### config.mk
export PLATFORM = sky130hd
export DESIGN_NAME = pgood_monitor
export DESIGN_NICKNAME = d
export VERILOG_FILES = /design/src/rtl/pg_pkg.sv /design/src/rtl/pg_fault_merge.sv /design/src/rtl/pg_edge_qualifier.sv /design/src/rtl/pg_deglitch_counter.sv /design/src/rtl/pgood_monitor.sv
export SDC_FILE = /design/constraint.sdc
export NUM_CORES = 1
export LEC_CHECK = 0
export ABC_AREA = 0
export CORE_AREA = 2 2 39 41
export CTS_CLUSTER_SIZE = 16
export DETAILED_ROUTE_END_ITERATION = 8
export DIE_AREA = 0 0 41 43
export SLEW_MARGIN = 0
export SYNTH_ARGS = -nofsm -noshare
export SYNTH_HDL_FRONTEND = slang
export SYNTH_SLANG_ARGS = --single-unit
### constraint.sdc
create_clock -name clk -period 1.65 [get_ports clk]
set_input_delay 0.2475 -clock clk [delete_from_list [all_inputs] [get_ports clk]]
set_output_delay 0.2475 -clock clk [all_outputs]
set_load 0.02 [all_outputs]
### src/rtl/pg_pkg.sv
package pg_pkg;

    typedef enum logic {
        PG_NOT_GOOD = 1'b0,
        PG_GOOD     = 1'b1
    } pg_state_e;

    typedef struct packed {
        logic fb_over_rise;
        logic fb_under_fall;
        logic ref_valid;
    } fb_flags_t;

    typedef struct packed {
        logic shutdown;
        logic uvlo;
        logic thermal;
    } fault_src_t;

    // Any hard fault source forces the output low.
    function automatic logic any_fault(fault_src_t f);
        return f.shutdown | f.uvlo | f.thermal;
    endfunction

    // The condition that would move the output away from its present state.
    function automatic logic toggle_wanted(pg_state_e s, fb_flags_t f);
        if (s == PG_NOT_GOOD)
            return f.fb_over_rise & f.ref_valid;
        else
            return f.fb_under_fall | ~f.ref_valid;
    endfunction

endpackage

### src/rtl/pg_fault_merge.sv
module pg_fault_merge
    import pg_pkg::*;
(
    input  logic       shutdown,
    input  logic       uvlo,
    input  logic       thermal_fault,
    output fault_src_t src,
    output logic       force_low
);
    always_comb begin
        src.shutdown = shutdown;
        src.uvlo     = uvlo;
        src.thermal  = thermal_fault;
        force_low    = any_fault(src);
    end
endmodule

### src/rtl/pg_edge_qualifier.sv
module pg_edge_qualifier
    import pg_pkg::*;
(
    input  pg_state_e state,
    input  fb_flags_t flags,
    input  logic      force_low,
    output logic      toggle_req
);
    always_comb begin
        toggle_req = toggle_wanted(state, flags) & ~force_low;
    end
endmodule

### src/rtl/pg_deglitch_counter.sv
module pg_deglitch_counter #(
    parameter int COUNT = 48
) (
    input  logic clk,
    input  logic rst,
    input  logic clear,
    input  logic req,
    output logic expired
);
    generate
        if (COUNT <= 1) begin : g_direct
            assign expired = req & ~clear;
        end else begin : g_count
            localparam int CW = $clog2(COUNT);
            localparam logic [CW-1:0] LAST = CW'(COUNT - 1);
            logic [CW-1:0] cnt;

            assign expired = req & ~clear & (cnt == LAST);

            always_ff @(posedge clk) begin
                if (rst || clear || !req) begin
                    cnt <= '0;
                end else if (cnt == LAST) begin
                    cnt <= '0;
                end else begin
                    cnt <= cnt + 1'b1;
                end
            end
        end
    endgenerate
endmodule

### src/rtl/pgood_monitor.sv
module pgood_monitor
    import pg_pkg::*;
#(
    parameter int DEGLITCH_CYCLES = 48
) (
    input  logic clk,
    input  logic rst,
    input  logic fb_over_rise,
    input  logic fb_under_fall,
    input  logic ref_valid,
    input  logic shutdown,
    input  logic uvlo,
    input  logic thermal_fault,
    output logic pg_good
);
    fb_flags_t  flags;
    fault_src_t faults;
    logic       force_low;
    logic       toggle_req;
    logic       toggle_now;
    pg_state_e  state;

    always_comb begin
        flags.fb_over_rise  = fb_over_rise;
        flags.fb_under_fall = fb_under_fall;
        flags.ref_valid     = ref_valid;
    end

    pg_fault_merge u_fault (
        .shutdown      (shutdown),
        .uvlo          (uvlo),
        .thermal_fault (thermal_fault),
        .src           (faults),
        .force_low     (force_low)
    );

    pg_edge_qualifier u_qual (
        .state      (state),
        .flags      (flags),
        .force_low  (force_low),
        .toggle_req (toggle_req)
    );

    pg_deglitch_counter #(.COUNT(DEGLITCH_CYCLES)) u_cnt (
        .clk     (clk),
        .rst     (rst),
        .clear   (force_low),
        .req     (toggle_req),
        .expired (toggle_now)
    );

    always_ff @(posedge clk) begin
        if (rst || force_low) begin
            state <= PG_NOT_GOOD;
        end else if (toggle_now) begin
            state <= (state == PG_GOOD) ? PG_NOT_GOOD : PG_GOOD;
        end
    end

    // Faults act within the cycle, ahead of the registered state.
    assign pg_good = (state == PG_GOOD) && !force_low;

    logic unused_faults;
    assign unused_faults = ^faults;
endmodule

### Word level (Yosys, flattened, before mapping)

Cells that the tools add are included.

| word-level totals | value |
|---|---|
| bits in registers | 7 |
| input port bits | 8 |

| cells by class | value |
|---|---|
| $add $sub $neg | 1 |
| eq/ne operators | 1 |
| mux-type cells | 2 |
| bitwise logic cells | 9 |
| reduce and logical (&&, ||, !) cells | 6 |

Operator list:

| operator | number |
|---|---|
| 6-bit by 1-bit adder with 6-bit output, second input constant | 1 |
| 6-bit == test, second input constant | 1 |
| 1-bit bitwise AND | 4 |
| 1-bit bitwise OR | 3 |
| 1-bit zero test | 2 |
| 1-bit logical OR | 2 |
| 1-bit 2-to-1 mux | 2 |
| 1-bit NOT | 2 |
| 2-bit OR reduction | 1 |
| 1-bit logical AND | 1 |

### Longest topological paths before layout

| logic depth | value |
|---|---|
| depth in word-level cells | 7 |
| gate-level depth with buffers | 4 |
| gate-level depth less buffers | 4 |

### Hierarchy

A second synthesis with hierarchy kept.

| second synthesis, totals | value |
|---|---|
| cell total of the unflattened synthesis | 39 |
| area total of the unflattened synthesis | 356.6 µm² |

Modules (own cells, without submodules):

| module | times used | cells an instance | area an instance (µm²) |
|---|---|---|---|
| pg_deglitch_counter | 1 | 27 | 256.5 |
| pgood_monitor | 1 | 4 | 45.0 |
| pg_fault_merge | 1 | 4 | 28.8 |
| pg_edge_qualifier | 1 | 4 | 26.3 |

### Least setup slack after synthesis

Ideal clock, no wire load.

| path | value |
|---|---|
| path kind | reg2out |
| from | register state |
| to | output port pg_good |
| arrival time | 1081 ps |
| setup slack | 321 ps |
| stages on the path, launching flop included | 2 |
| buffers on the path | 0 |
| cells stage by stage | dfxtp_1 > nor4b_1 |

| between the ends | value |
|---|---|
| word-level cells in the longest chain between the ends | 1 |

RTL lines:

| item | line | RTL |
|---|---|---|
| from (decl) | pgood_monitor.sv:21 | `pg_state_e state;` |
| from (signal assigned) | pgood_monitor.sv:56 | `state <= (state == PG_GOOD) ? PG_NOT_GOOD : PG_GOOD;` |
| 1-bit logical AND | pgood_monitor.sv:61 | `assign pg_good = (state == PG_GOOD) && !force_low;` |
| to (decl) | pgood_monitor.sv:14 | `output logic pg_good` |

Every way passes these cells.

### Final worst setup path

| path | value |
|---|---|
| from | input port uvlo |
| to | output port pg_good |

| between the ends | value |
|---|---|
| word-level cells in the longest chain between the ends | 4 |

RTL lines:

| item | line | RTL |
|---|---|---|
| from (decl) | pgood_monitor.sv:12 | `input logic uvlo,` |
| 1-bit bitwise OR (2 in a row) | pg_pkg.sv:22 | `return f.shutdown \| f.uvlo \| f.thermal;` |
| 1-bit zero test | pgood_monitor.sv:61 |  |
| 1-bit logical AND | pgood_monitor.sv:61 |  |

Every way passes these cells.

==> summary.md <==
| Metric | Value |
|---|---|
| Cell Count Post-Placement | `63` |
| Antenna violations before repair | `0` |
| Cell area after technology mapping | `355 sq um` |
| Final Cycle Share | `93.5%` |
| Non-Filler Cell Area, Final | `510 sq um` |
| Worst supply voltage drop on vdd | `0.179 mV` |
| Area share of the largest cell type after synthesis | `39.4%` |
| Leakage power of the design | `0.180 nW` |
| Longest Clk Path Bufs | `2` |
| Overflow left after global routing | `0` |
| Number of global-route vias before repair | `282` |
| Final max-slew violation count | `0` |
| Port-buffer cells | `8` |
| Hold path endpoint | `u_cnt.g_count.cnt[0]` |
| Origin of the worst min-delay path | `u_cnt.g_count.cnt[0]` |
| Clock slew at reported path FFs | `0.05 ns` |
| Core Box Area | `1380 sq um` |
| Achievable Freq | `648 MHz` |
| Critical path endpoint category | `output port` |
| Layout Nets | `61` |
| Cell breakdown of the critical path | `clkdlybuf4s50_1, nor4b_1, dlygate4sd1_1` |
| Post-placement setup slack | `-0.220 ns` |
| Transition time at the pin with the least slew margin | `0.398 ns` |
| Worst hold-check path type | `reg -> reg` |
| Synthesized Nets | `44` |
| Wire length of the first global-routing pass | `1060 um` |
| Number of enable flip-flop cells after synthesis | `0` |
| Synth top area cells | `sky130_fd_sc_hd__dfxtp_1 (39%), sky130_fd_sc_hd__nor4_4 (6.0%), sky130_fd_sc_hd__nand3_1 (4.2%)` |
| Violation count after the first detailed-route iteration | `1` |
| Cell with the largest stage delay on the worst path | `sky130_fd_sc_hd__clkdlybuf4s50_1` |
| Dpl hpwl | `555 um` |
| Worst reg2reg setup slack | `0.36 ns` |
| Number of H-tree branching levels | `1` |
| Area growth syn-to-layout | `43.7%` |
| Mean cell area of the mapped netlist | `10.2 sq um` |
| Final ANT Viol Nets | `0` |
| Global-route usage over all layers | `9.46%` |
| Async set-or-reset flop fraction in the synthesized netlist | `0%` |
| Placed inst area | `485 sq um` |
| Worst slew slack as a fraction of its limit | `73.4%` |
| Post-Syn Instances | `35` |
| Number of clock sinks | `7` |
| Clock tree skew after final layout | `0.00293 ns` |
| Shortest period the worst path allows | `1.54 ns` |
| Number of iterations in the first detailed-routing pass | `2` |
| Worst Reg2Reg Path Length in Cells | `4` |
| Dominant cell by count in the synthesized netlist | `sky130_fd_sc_hd__dfxtp_1` |
| Crit Path Class | `in -> out` |
| Worst-path fanout max | `2` |
| Worst setup slack after layout | `0.108 ns` |
| Data arrival at the endpoint of the critical path | `1.29 ns` |
| Inserted Clock Buffers | `3` |
| Clock root buffer | `sky130_fd_sc_hd__clkbuf_4` |
| Final hold slack | `0.489 ns` |
| PD cells | `704 nW/um^2` |
| Post-synth top flop | `sky130_fd_sc_hd__dfxtp_1` |
| Die H | `43 um` |
| Number of setup violations in the final report | `0` |
| Residual DRC count | `0` |
| Data required time at the worst endpoint | `1.40 ns` |
| Site Rows | `14` |
| CTS tree | `built` |
| Proportion of layout cells with a drive suffix above 1 | `23.5%` |
| Crit start category | `input port` |
| Post-synthesis cell type count | `23` |
| Largest net degree at the start of global routing | `7` |
| Count of placed standard cells in the final layout, fillers left out | `67` |
| Cell depth of the worst hold path | `1` |
| Hold violation count in the final report | `0` |
| Part of the Yosys area used for sequential elements | `39.4%` |
| Setup repair after global routing missed its margin | `no` |
| Number of storage elements in the synthesis netlist | `7` |
| Top-Level Pins | `9` |
| PnR Total Power | `360 uW` |
| Reg-to-reg critical path startpoint | `u_cnt.g_count.cnt[0]` |
| CP top delay family | `buffers and inverters` |
| Clk_lat worst skew | `0.25 ns` |
| Via count | `322` |
| End of the worst register-to-register path | `u_cnt.g_count.cnt[3]` |
| Diodes inserted | `0` |
| Total of warnings raised by yosys | `0` |
| Max_cap viols | `0` |
| Per-cell via count in the routed design | `4.81` |
| Top post-synthesis cells by count | `sky130_fd_sc_hd__dfxtp_1 (7), sky130_fd_sc_hd__nand2_1 (3), sky130_fd_sc_hd__nand3_1 (3)` |
| Worst path buffer plus inverter count | `2` |
| Effective utilization at floorplan | `25.7%` |
| Overall die area | `1760 sq um` |
| Wire length after detailed routing | `681 um` |
| Final weighted congestion in routability-driven placement | `0.582` |
| Detail-routed net length per standard cell | `10.2 um` |
| Die Span X | `41 um` |
| Most area-hungry cell type in the Yosys netlist | `sky130_fd_sc_hd__dfxtp_1` |
| Longest individual stage delay on the worst path | `0.43 ns` |
| Run status | `completed` |
## per-layer routing
metal  GRT usage [%]  share of wire, %  up-vias  wire length (um)
li1                -                 -      162                 -
met1            9.39                41      153               282
met2            14.7                54        3               366
met3            1.57               1.6        4                11
met4            10.0               3.1        0                21
met5               0                 0        -                 0
## layout make-up
| cell class | count | area (sq um) |
|---|---|---|
| fillers | 140 | 873 |
| multi-input cells | 28 | 215 |
| flip-flops and latches | 7 | 140 |
| repair buffers | 12 | 109 |
| clock buffers | 4 | 26.3 |
| well taps | 16 | 20.0 |
## flip-flops by register name (all words and copies together) (netlist names)
name,cells
state,1
u_cnt.g_count.cnt,6
## worst max-delay path by stage
stage / start / cells past startpoint / end / slack, ns
after detailed placement: uvlo / 3 / pg_good / -0.22
after global routing: uvlo / 3 / pg_good / 0.006
final: uvlo / 3 / pg_good / 0.11
after CTS: uvlo / 3 / pg_good / 0.08
after global placement: uvlo / 3 / pg_good / -0.20
after floorplan: state / 1 / pg_good / 0.32
## cell usage in the layout (no fill, tap or decap), drive strengths merged
master	count
a211oi	1
a21o	1
a21oi	1
buf	4
clkbuf	4
clkdlybuf4s50	7
dfxtp	7
dlygate4sd1	1
ha	1
mux2i	1
nand2	3
nand2b	1
nand3	4
nand3b	1
nand4b	1
nor2	1
nor2b	2
nor3	2
nor3b	1
nor4	1
nor4b	1
o21ai	1
or3	2
xnor2	1
xor2	1
## cells by family (layout without fill, tap and decap cells)
| logic type | Yosys count | in the layout | synth area share, % |
|---|---|---|---|
| and+or+nand+nor | 20 | 20 | 40.8 |
| muxes | 1 | 1 | 2.82 |
| AOI/OAI and AO/OA | 4 | 4 | 8.45 |
| DFF | 7 | 7 | 39.4 |
| xor gates and xnor gates | 2 | 2 | 4.93 |
| adders and majority gates | 1 | 1 | 3.52 |
| buffers and inverters | 0 | 16 | 0 |
## what timing repair did
action | 4_1_cts | 5_1_grt
endpoints found under the hold margin | 0 | 0
buffers inserted | 0 | 0
gates resized for setup | 1 | 2
hold buffers | 0 | 0
setup endpoints to repair | 1 | 1
## stage by stage
step                      setup TNS (ns)  utilization, %
after floorplan                        0               -
after global placement            -0.196            35.1
after detailed placement          -0.220            35.1
after CTS                              0            36.9
after global routing                   0            36.9
final                                  0            36.9
## power breakdown
part           total (mW)  switching, mW  internal, mW
clock               0.157         0.0649        0.0924
combinational      0.0325        0.00990        0.0226
sequential          0.170       0.000245         0.169
Note: power is estimated with default switching activity, not from simulation.
